`src/rtl/mcs_pkg.sv`:
```
package mcs_pkg;

  localparam int STEP_COUNT = 8;
  localparam int STEP_W     = $clog2(STEP_COUNT);
  localparam int HALF_STEP  = STEP_COUNT / 2;

  localparam logic [STEP_W-1:0] FIRST_STEP = '0;
  localparam logic [STEP_W-1:0] MID_STEP   = STEP_W'(HALF_STEP);
  localparam logic [STEP_W-1:0] LAST_STEP  = STEP_W'(STEP_COUNT - 1);

  typedef enum logic {
    RING_T = 1'b0,
    RING_X = 1'b1
  } ring_e;

  typedef struct packed {
    ring_e               ring;
    logic [STEP_W-1:0]   step;
  } seq_pos_t;

  localparam seq_pos_t PARK_POS = '{ring: RING_T, step: LAST_STEP};

endpackage

```
`src/rtl/mcs_step_timer.sv`:
```
// Counts the ticks of the current step. The counter is left at its
// terminal value while the sequencer rests, so a launch decision can be
// taken on any clock once the resting step has run its course.
module mcs_step_timer #(
  parameter int TICKS = 45
) (
  input  logic clk,
  input  logic rst,
  input  logic advance,
  output logic done
);

  localparam int CW = (TICKS > 1) ? $clog2(TICKS) : 1;
  localparam logic [CW-1:0] TERM = CW'(TICKS - 1);

  logic [CW-1:0] cnt_q;

  assign done = (cnt_q == TERM);

  always_ff @(posedge clk) begin
    if (rst) begin
      cnt_q <= TERM;
    end else if (advance) begin
      cnt_q <= '0;
    end else if (!done) begin
      cnt_q <= cnt_q + 1'b1;
    end
  end

endmodule

```
`src/rtl/mcs_ring_ctrl.sv`:
```
// Holds the ring and step position and decides where to go next.
// Priority at the end of the last step: stop, then steal, then run/start.
module mcs_ring_ctrl
  import mcs_pkg::*;
(
  input  logic     clk,
  input  logic     rst,
  input  logic     done,
  input  logic     run_mode,
  input  logic     start_pulse,
  input  logic     steal_req,
  input  logic     stop_req,
  output seq_pos_t pos_d,
  output logic     advance,
  output logic     fire
);

  seq_pos_t pos_q;
  logic     at_last;
  logic     launch_want;
  logic     at_sync_step;

  assign at_last      = (pos_q.step == LAST_STEP);
  assign launch_want  = steal_req | run_mode | start_pulse;
  assign at_sync_step = (pos_q.step == FIRST_STEP) || (pos_q.step == MID_STEP);

  always_comb begin
    advance = done & (!at_last | (!stop_req & launch_want));
    pos_d   = pos_q;
    if (advance) begin
      if (at_last) begin
        pos_d.step = FIRST_STEP;
        pos_d.ring = steal_req ? RING_X : RING_T;
      end else begin
        pos_d.step = pos_q.step + 1'b1;
      end
    end
    fire = advance & at_sync_step;
  end

  always_ff @(posedge clk) begin
    if (rst) begin
      pos_q <= PARK_POS;
    end else begin
      pos_q <= pos_d;
    end
  end

endmodule

```
`src/rtl/mcs_sel_pulse.sv`:
```
// Retriggerable one-shot: high for WIDTH clocks starting at the fire edge.
module mcs_sel_pulse #(
  parameter int WIDTH = 10
) (
  input  logic clk,
  input  logic rst,
  input  logic fire,
  output logic pulse_q
);

  localparam int CW = $clog2(WIDTH + 1);
  localparam logic [CW-1:0] RELOAD = CW'(WIDTH - 1);

  logic [CW-1:0] left_q;

  always_ff @(posedge clk) begin
    if (rst) begin
      left_q  <= '0;
      pulse_q <= 1'b0;
    end else if (fire) begin
      left_q  <= RELOAD;
      pulse_q <= 1'b1;
    end else begin
      pulse_q <= (left_q != '0);
      if (left_q != '0) begin
        left_q <= left_q - 1'b1;
      end
    end
  end

endmodule

```
`src/rtl/mem_cycle_seq.sv`:
```
// Top of the memory cycle step sequencer. All outputs are registered and
// loaded from the next position, so they change on the same edge as the
// internal state.
module mem_cycle_seq
  import mcs_pkg::*;
#(
  parameter int STEP_TICKS = 45,
  parameter int SEL_TICKS  = 10
) (
  input  logic                  clk,
  input  logic                  rst,
  input  logic                  run_mode,
  input  logic                  start_pulse,
  input  logic                  steal_req,
  input  logic                  stop_req,
  output logic [STEP_COUNT-1:0] t_step,
  output logic [STEP_COUNT-1:0] x_step,
  output logic                  rd_half,
  output logic                  wr_half,
  output logic                  sel_pulse
);

  seq_pos_t              pos_d;
  logic                  advance;
  logic                  done;
  logic                  fire;
  logic [STEP_COUNT-1:0] t_dec;
  logic [STEP_COUNT-1:0] x_dec;
  logic                  rd_d;

  mcs_step_timer #(.TICKS(STEP_TICKS)) u_timer (
    .clk     (clk),
    .rst     (rst),
    .advance (advance),
    .done    (done)
  );

  mcs_ring_ctrl u_ctrl (
    .clk         (clk),
    .rst         (rst),
    .done        (done),
    .run_mode    (run_mode),
    .start_pulse (start_pulse),
    .steal_req   (steal_req),
    .stop_req    (stop_req),
    .pos_d       (pos_d),
    .advance     (advance),
    .fire        (fire)
  );

  mcs_sel_pulse #(.WIDTH(SEL_TICKS)) u_sel (
    .clk     (clk),
    .rst     (rst),
    .fire    (fire),
    .pulse_q (sel_pulse)
  );

  for (genvar g = 0; g < STEP_COUNT; g++) begin : g_dec
    assign t_dec[g] = (pos_d.ring == RING_T) && (pos_d.step == STEP_W'(g));
    assign x_dec[g] = (pos_d.ring == RING_X) && (pos_d.step == STEP_W'(g));
  end

  assign rd_d = (pos_d.step < MID_STEP);

  always_ff @(posedge clk) begin
    if (rst) begin
      t_step                 <= '0;
      t_step[STEP_COUNT-1]   <= 1'b1;
      x_step                 <= '0;
      rd_half                <= 1'b0;
      wr_half                <= 1'b1;
    end else begin
      t_step  <= t_dec;
      x_step  <= x_dec;
      rd_half <= rd_d;
      wr_half <= !rd_d;
    end
  end

endmodule

```
`config.mk`:
```
export PLATFORM = sky130hd
export DESIGN_NAME = mem_cycle_seq
export DESIGN_NICKNAME = d
export VERILOG_FILES = /design/src/rtl/mcs_pkg.sv /design/src/rtl/mcs_step_timer.sv /design/src/rtl/mcs_ring_ctrl.sv /design/src/rtl/mcs_sel_pulse.sv /design/src/rtl/mem_cycle_seq.sv
export SDC_FILE = /design/constraint.sdc
export NUM_CORES = 1
export LEC_CHECK = 0
export ABC_AREA = 1
export BUFFER_PORTS_ARGS = -buffer_cell sky130_fd_sc_hd__buf_2
export CELL_PAD_IN_SITES_DETAIL_PLACEMENT = 0
export CELL_PAD_IN_SITES_GLOBAL_PLACEMENT = 1
export CORE_MARGIN = 2
export CORE_UTILIZATION = 39
export CTS_CLUSTER_SIZE = 8
export DETAILED_ROUTE_END_ITERATION = 16
export PLACE_DENSITY_LB_ADDON = 0.1
export SETUP_SLACK_MARGIN = 0.4
export SLEW_MARGIN = 20
export SYNTH_ARGS = -nofsm -noshare
export SYNTH_HDL_FRONTEND = slang
export SYNTH_SLANG_ARGS = --single-unit
```
`constraint.sdc`:
```
create_clock -name clk -period 1.9 [get_ports clk]
set_clock_uncertainty 0.2 [all_clocks]
set_input_delay 0.285 -clock clk [delete_from_list [all_inputs] [get_ports clk]]
set_output_delay 0.285 -clock clk [all_outputs]
set_load 0.1 [all_outputs]
```
==> impl_results.md, run 1 <==
- Status: finished clean
- Die ar.: ~0.004 mm²
- Row count: 21
- Hold wc startpoint: rst
- Register area share after synthesis: 47.9%
- Die height: 62.6 µm
- Max Slew Vio Count: 0
- Routability cong.: 0.749
- Wire per inst: between 10 and 15 µm
- First-pass GRT wire length: about 5000 µm
- Starting Density: 40.4%
- Final setup fails: 0
- Drt first pass iters: 4
- Total grt overflow: 0
- Share of the synthesized area in the top cell type: between 40% and 50%
- Synth area leaders: dfxtp_1, nand2_1, ha_1
- Slew margin rel.: 72.5%
- Synth Cell Area: between 0.001 and 0.0015 mm²
- Fill cells: between 300 and 400
- Clock tree buffer depth: 2
- DP Area: about 0.0016 mm²
- DRC viols: 0
- Worst setup EP type: register
- Sink Count: 32
- ANT cells: 0
- Cell taking the most area after synthesis: dfxtp_1
- Worst-Margin Slew: ~410 ps
- Clock latency on the worst-skew pair: 330 ps
- Hold Crit Class: in -> reg
- DR iter-0 viols: 32
- YS warnings: 0
- Htree depth: 2
- Final min period: around 1700 ps
- Initial antenna violation count: 0
- Vias in the first global route: between 1000 and 1500
- Clock root buffer: clkbuf_4
- RSZ-0062 raised after global routing: true
- FF-to-FF End: x_step[2]
- Crit path launch type: register
- TNS Setup: 0 ps
- Flop2flop setup slack: about 220 ps
- CTS tree: built
- GRT Total Usage: between 15 and 20%
- DRT antenna net count: 0
- Layout cell share with drive strength beyond 1: between 40% and 50%
- Syn nets: 171
- Crit-path max FO: 6
- Area Growth Syn to Fin: 47.6%
- Critical R2R Launch: u_timer.cnt_q[1]
- Final Hold Viols: 0
- CP arrival: 1750 ps
- Fmax: roughly 0.6 GHz
- Critical path class: reg -> reg
- Final period util: about nine tenths
- Hold EP: u_sel.pulse_q
- Vias/cell: ~4.6
- WP data required: 1970 ps
- Syn avg cell area: around 8.5 µm²
- CTS buffer count: 5
- Hold buffer count at cts: 0
- Worst reg2reg path depth: 9
- Die X: roughly 63 µm
- WHS Path Cells: 2
- Worst hold slack: between 20 and 30 ps
- Largest net degree at the start of global routing: 12
- Post-Route WL: slightly below 3000 µm
- Final non-filler cell area: about 0.002 mm²
- Worst-path clk slew: around 100 ps
- Count of cell types in the netlist: 25
- Maxcap violations: 0
- Cells after synthesis: roughly 160
- Core Area: around 0.0033 mm²
- IO Port Bufs: 24
- Via count: 1164
- Final net count: approximately 220
- DP HPWL: 1910 µm
- I/O pin cnt: 25
- Seq cells post-synth: 32
[worst max-delay path by stage]
stage                      to             start  cells after the start  slack, ps
floorplan           x_step[5]           wr_half                      7        300
global placement    t_step[5]  u_timer.cnt_q[1]                     10        180
detailed placement  t_step[2]  u_timer.cnt_q[1]                     10        120
CTS                 t_step[2]  u_timer.cnt_q[0]                      9        220
global route        x_step[5]  u_timer.cnt_q[1]                     10        110
finish              x_step[2]  u_timer.cnt_q[1]                      9        220
[cell usage after synthesis]
| library cell | count |
|---|---|
| nand4_1 | 1 |
| o21ai_0 | 5 |
| o221ai_1 | 1 |
| nand4_4 | 1 |
| nand2_2 | 6 |
| nor2_2 | 1 |
| a21boi_4 | 1 |
| nand2_4 | 1 |
| buf_6 | 1 |
| a31oi_1 | 1 |
| a21oi_1 | 6 |
| nand3_2 | 4 |
| inv_2 | 3 |
| nor2_1 | 22 |
| nand3_4 | 1 |
| clkinv_1 | 1 |
| nor2_4 | 1 |
| dfxtp_1 | 32 |
| nand2_1 | 27 |
| xor2_1 | 2 |
| nor3_1 | 1 |
| and3_1 | 1 |
| nand3_1 | 11 |
| ha_1 | 7 |
| inv_1 | 20 |
[metrics by stage]
step | instances | setup slack, ps | utilization [%]
after detailed placement | 228 | 123 | 48.3
after floorplan | 158 | 299 | -
after global placement | 228 | 177 | 48.3
final | 252 | 224 | 59.6
after CTS | 246 | 222 | 56.2
after global routing | 252 | 108 | 59.6
[kinds of logic (layout without fill, tap and decap cells)]
group | after synthesis | in the layout | synth area share, %
simple gates | 78 | 79 | 30.0
compound gates | 14 | 14 | 6.64
xor+xnor | 2 | 2 | 1.31
buf+inv | 25 | 72 | 7.58
flops | 32 | 32 | 47.9
fa+ha+maj | 7 | 7 | 6.55
[sequential cells by signal, summed over array words and instances (netlist names)]
name / cells
u_sel.pulse_q: 1
u_timer.cnt_q: 6
wr_half: 1
x_step: 8
t_step: 8
u_sel.left_q: 4
u_ctrl.pos_q: 3
rd_half: 1
[critical path, stage by stage, from the launching register on]
cell	delay (ps)
dfxtp_2	360
inv_2	50
ha_4	150
nand3_4	80
nor2_4	50
buf_6	130
nand3_4	50
a21boi_4	300
nand3_2	140
nor2_1	110
[cells in the final DEF, fill, tap and decap left out, types with 3 or more instances in the layout]
| cell | count |
|---|---|
| inv_2 | 5 |
| nor2_1 | 15 |
| nand2_4 | 7 |
| dfxtp_2 | 3 |
| nor2_2 | 6 |
| nand2_2 | 3 |
| o21ai_0 | 4 |
| ha_1 | 4 |
| ha_4 | 3 |
| inv_4 | 4 |
| buf_4 | 27 |
| buf_2 | 5 |
| dfxtp_1 | 27 |
| buf_6 | 8 |
| a21oi_1 | 4 |
| nand3_1 | 5 |
| nand2_1 | 24 |
| nand3_4 | 3 |
| nor2_4 | 3 |
| clkbuf_4 | 5 |
| nand3_2 | 9 |
| inv_1 | 15 |
[what timing repair did]
action	CTS	global route
gates resized for setup	35	19
cloned	0	1
pin swaps	11	14
buffers inserted	10	5
setup endpoints to repair	50	34
[area by class of cell]
class | instances | area [µm²] | area share, %
clock buffers | 5 | 37.5 | 1.90
clock inverters | 3 | 41.3 | 2.09
inverters | 24 | 97.6 | 4.94
multi-input cells | 102 | 771 | 39.0
flip-flops and latches | 32 | 652 | 33.0
well taps | 46 | 57.6 | 2.92
repair buffers | 40 | 318 | 16.1
[per-layer routing]
metal,part of all wire [%],wire length (µm),track usage [%]
met1,40,1190,18.1
met2,55,1610,29.6
met3,4.1,121,5.23
met4,1.1,31,6.39
met5,0,0,0
Power of run 1 is not shown: default switching activity piles up to over one toggle a cycle in this logic, so the estimate is an artifact.
==> inputs of run 2 (changes only) <==
==> constraint.sdc (replaced) <==
create_clock -name clk -period 1.9 [get_ports clk]
set_clock_uncertainty 0.2 [all_clocks]
set_input_delay 0.38 -clock clk [delete_from_list [all_inputs] [get_ports clk]]
set_output_delay 0.38 -clock clk [all_outputs]
set_load 0.1 [all_outputs]
==> run 2 against run 1 <==
  * Sequential share of layout area shrank 2.7 points
  * Die area unchanged
  * Cell area up 11%
==> impl_results.md, run 2 (synthesis gave the netlist of run 1 again) <==
- TNS Setup: 0 ps (unchanged)
- Hold wc startpoint: rst
- DR iter-0 viols: 32 (unchanged)
- CTS tree: built
- Layout Utilization: 66.2% (+6.6 points)
- Layout cell share with drive strength beyond 1: 54.4% (+5.3 points)
- Clock latency on the worst-skew pair: 340 ps (about the same)
- Slowest stage delay, CP: 340 ps (-20 ps)
- RSZ-0062 raised after global routing: true
- I/O pin cnt: 25 (unchanged)
- Crit path max-delay cell type: dfxtp_2
- Wire per inst: 12.2 µm (+3.8%)
- FF-to-FF End: x_step[6]
- Largest net degree at the start of global routing: 12 (unchanged)
- DRT antenna net count: 0 (unchanged)
- Final period util: 90.4% (+2.2 points)
- Worst-Margin Slew: 260 ps (-150 ps)
- Critical path class: reg -> reg
- DP HPWL: 1920 µm (+0.35%)
- Critical R2R Launch: u_timer.cnt_q[1]
- Final Hold Viols: 0 (unchanged)
- Die X: 62.6 µm (unchanged)
- Htree depth: 2 (unchanged)
- Final WS setup: 182 ps (-42.0 ps)
- GRT Total Usage: 17.1% (+0.55 points)
- Worst setup EP type: register
- WP data required: 1970 ps (about the same)
- Hold EP: u_sel.pulse_q
- Hold Crit Class: in -> reg
- Top Registers: t_step: 8 flops, x_step: 8 flops, u_timer.cnt_q: 6 flops
- Status: finished clean
- Final min period: 1720 ps (+42.0 ps)
- DP Worst Slack: 139 ps (+15.3 ps)
- Routability cong.: 0.751 (+0.31%)
- Final net count: 218 (unchanged)
- Sink Count: 32 (unchanged)
- Crit path launch type: register
- Final setup fails: 0 (unchanged)
- Vias/cell: 4.53 (-1.9%)
- Area Growth Syn to Fin: 63.9%
- Crit-path max FO: 6 (unchanged)
- CTS buffer count: 5 (unchanged)
- Post-Route WL: 3060 µm (+3.8%)
- IO Port Bufs: 24 (unchanged)
- First-pass GRT wire length: 5260 µm (+3.8%)
- Maxcap violations: 0 (unchanged)
- Leading cell type in the layout, fill and taps excluded: nand2_1
- Clock root buffer: clkbuf_4
- Post-Layout Cell Count: 252 (unchanged)
- Die height: 62.6 µm (unchanged)
- Via count: 1142 (-1.9%)
- DRC viols: 0 (unchanged)
- Max Slew Vio Count: 0 (unchanged)
- Worst-path clk slew: 110 ps (about the same)
- Starting Density: 40.4% (unchanged)
- Fmax: 0.582 GHz (-2.4%)
- Clock tree buffer depth: 2 (unchanged)
- Drt first pass iters: 4 (unchanged)
- Flop2flop setup slack: 180 ps (-40 ps)
- Placed cells: 229 (+0.44%)
- Most frequent cells in the layout: nand2_1, nor2_1, dfxtp_1
- Initial antenna violation count: 0 (unchanged)
- Ordered list of cells on the worst path: inv_2, ha_4, nand3_4, nor2_4, nand2_4, a21boi_4, nand3_2, nor2_1
- WHS Path Cells: 2 (unchanged)
- Core Area: 0.00331 mm² (unchanged)
- Total grt overflow: 0 (unchanged)
- ANT cells: 0 (unchanged)
- Hold buffer count at cts: 0 (unchanged)
- Row count: 21 (unchanged)
- Slew margin rel.: 82.6% (+10 points)
- Vias in the first global route: 1189 (+0.93%)
- CP arrival: 1790 ps (+40 ps)
- Die ar.: 0.00391 mm² (unchanged)
- Worst reg2reg path depth: 8 (-1)
-- run 2: cell type report --
type | instances | area (µm²)
inverters | 24 | 100
flip-flops and latches | 32 | 664
well taps | 46 | 57.6
fillers | 269 | 1120
clock buffers | 5 | 37.5
multi-input cells | 102 | 777
repair buffers | 40 | 514
clock inverters | 3 | 41.3
-- run 2: worst max path at each step --
stage / from / end / cells after the start
global placement: u_timer.cnt_q[1] / t_step[5] / 10
CTS: u_timer.cnt_q[1] / t_step[3] / 9
finish: u_timer.cnt_q[1] / x_step[6] / 8
floorplan: wr_half / x_step[5] / 7
global route: u_timer.cnt_q[1] / x_step[6] / 8
detailed placement: u_timer.cnt_q[1] / t_step[2] / 10
-- run 2: per-stage QoR --
stage          hold slack, ps  area, µm²
6_report                 97.3       2190
3_3_place_gp              272       1610
4_1_cts                  74.8       2040
5_1_grt                  87.1       2190
3_5_place_dp              295       1610
2_1_floorplan             249       1430
-- run 2: what timing repair did --
| item | CTS | global route |
|---|---|---|
| gates cloned | 1 | 0 |
| setup endpoints to repair | 50 | 44 |
| resized for setup | 79 | 36 |
| pin swaps | 20 | 6 |
| buffers inserted | 10 | 4 |
| hold endpoints to repair | 0 | 0 |
-- run 2: critical path: cells and delay by family, from the launching register on --
kind	cells	cell delay (ps)
AOI/OAI and AO/OA	1	270
adders and majority gates	1	140
buffers and inverters	1	60
DFF	1	340
and+or+nand+nor	5	640
-- run 2: routing by layer --
layer / vias up / routed length, µm / global-route usage, %
li1: 595 / - / -
met3: 2 / 135 / 7.39
met5: - / 0 / 0
met2: 20 / 1680 / 29.4
met4: 0 / 22 / 5.83
met1: 525 / 1220 / 18.7
Power of run 2 is left out for the same reason.
==> inputs of run 3 (changes only) <==
MAX_ROUTING_LAYER = met4   (was not set)
==> run 3 against run 2 <==
  * Sequential share of layout area did not move
  * Fmax about the same
  * Cell count unchanged
  * Sequential cell count did not move
  * Critical path type unchanged
  * Highest routed layer unchanged
  * Cell area stayed put
  * Critical path depth stayed put
  * Die area stayed put
==> impl_results.md, run 3 (synthesis gave the netlist of run 1 again) <==
- Worst-Margin Slew: 261 ps (+1.09 ps)
- Sink Count: 32 (unchanged)
- Final min period: 1720 ps (+0.705 ps)
- Hold wc startpoint: rst
- Final Hold Viols: 0 (unchanged)
- Core Area: 0.00331 mm² (unchanged)
- CTS buffer count: 5 (unchanged)
- CP arrival: 1790 ps (about the same)
- Crit path launch type: register
- RSZ-0062 raised after global routing: true
- Slew margin rel.: 82.6% (about the same)
- Maxcap violations: 0 (unchanged)
- Fill cells: 269 (unchanged)
- Final WS setup: 182 ps (-0.705 ps)
- First-pass GRT wire length: 5260 µm (unchanged)
- Largest net degree at the start of global routing: 12 (unchanged)
- Layout Utilization: 66.2% (unchanged)
- Leading cell type in the layout, fill and taps excluded: nand2_1
- WHS Path Cells: 2 (unchanged)
- Drt first pass iters: 4 (unchanged)
- Vias/cell: 4.53 (unchanged)
- FF-to-FF End: x_step[6]
- Fmax: 0.582 GHz (about the same)
- Max Slew Vio Count: 0 (unchanged)
- Htree depth: 2 (unchanged)
- Critical R2R Launch: u_timer.cnt_q[1]
- Clock root buffer: clkbuf_4
- Status: finished clean
- Routability cong.: 0.761 (+1.3%)
- Die height: 62.6 µm (unchanged)
- Worst setup EP type: register
- Via count: 1142 (unchanged)
- Final period util: 90.4% (about the same)
- Clock tree buffer depth: 2 (unchanged)
- Row count: 21 (unchanged)
- Initial antenna violation count: 0 (unchanged)
- IO Port Bufs: 24 (unchanged)
- Wire per inst: 12.1 µm (-0.13%)
- WP data required: 1970 ps (about the same)
- Top Registers: t_step: 8 flops, x_step: 8 flops, u_timer.cnt_q: 6 flops
- DP Worst Slack: 139 ps (unchanged)
- Hold Crit Class: in -> reg
- CTS tree: built
- Die ar.: 0.00391 mm² (unchanged)
- Vias in the first global route: 1187 (-0.17%)
- Most frequent cells in the layout: nand2_1, nor2_1, dfxtp_1
- Crit-path max FO: 6 (unchanged)
- DRC viols: 0 (unchanged)
- Final net count: 218 (unchanged)
- Area Growth Syn to Fin: 63.9% (unchanged)
- Layout cell share with drive strength beyond 1: 54.4% (unchanged)
- Worst-path clk slew: 110 ps (about the same)
- DRT antenna net count: 0 (unchanged)
- Flop2flop setup slack: 180 ps (about the same)
- Clock latency on the worst-skew pair: 340 ps (about the same)
- Starting Density: 40.4% (unchanged)
- GRT Total Usage: 17.6% (+0.52 points)
- Critical path class: reg -> reg
- Final setup fails: 0 (unchanged)
- Worst reg2reg path depth: 8 (unchanged)
- Post-Route WL: 3060 µm (-0.13%)
- DR iter-0 viols: 33 (+3.1%)
- ANT cells: 0 (unchanged)
- I/O pin cnt: 25 (unchanged)
- Total grt overflow: 0 (unchanged)
- Hold EP: u_sel.pulse_q
- TNS Setup: 0 ps (unchanged)
- DP HPWL: 1920 µm (unchanged)
- Die X: 62.6 µm (unchanged)
run 3: how the worst max path moves through the flow:
| stage | start | to | cells past startpoint |
|---|---|---|---|
| CTS | u_timer.cnt_q[1] | t_step[3] | 9 |
| floorplan | wr_half | x_step[5] | 7 |
| detailed placement | u_timer.cnt_q[1] | t_step[2] | 10 |
| global placement | u_timer.cnt_q[1] | t_step[5] | 10 |
| global route | u_timer.cnt_q[1] | x_step[6] | 8 |
| finish | u_timer.cnt_q[1] | x_step[6] | 8 |
run 3: what timing repair did:
action,in CTS,in global routing
setup buffers,10,4
gates resized for setup,79,36
pin swaps,20,6
hold buffers,0,0
cloned,1,0
setup endpoints to repair,50,44
run 3: area by class of cell:
| type | instances | area, µm² | share of cell area [%] |
|---|---|---|---|
| multi-input cells | 102 | 777 | 35.4 |
| inverters | 24 | 100 | 4.57 |
| clock buffers | 5 | 37.5 | 1.71 |
| flip-flops and latches | 32 | 664 | 30.3 |
| clock inverters | 3 | 41.3 | 1.88 |
| well taps | 46 | 57.6 | 2.63 |
| repair buffers | 40 | 514 | 23.5 |
run 3: routing by layer:
layer / global-route usage [%] / share of wire (%) / vias to the layer above
met5: - / 0 / -
met4: 5.83 / 0.69 / 0
met3: 6.85 / 3.8 / 2
met2: 29.4 / 54 / 20
met1: 19.2 / 41 / 525
li1: - / - / 595
run 3: critical path, cell delays in order, from the launching register on:
cell,delay (ps)
dfxtp_2,340
inv_2,60
ha_4,140
nand3_4,80
nor2_4,210
nand2_4,110
a21boi_4,270
nand3_2,130
nor2_1,110
run 3: through the flow:
step | instance area, µm² | hold WS (ps) | instances
finish | 2190 | 97.3 | 252
global route | 2190 | 87.1 | 252
CTS | 2040 | 74.8 | 248
detailed placement | 1610 | 295 | 229
global placement | 1610 | 272 | 229
floorplan | 1430 | 249 | 158
Power of run 3 is left out for the same reason.
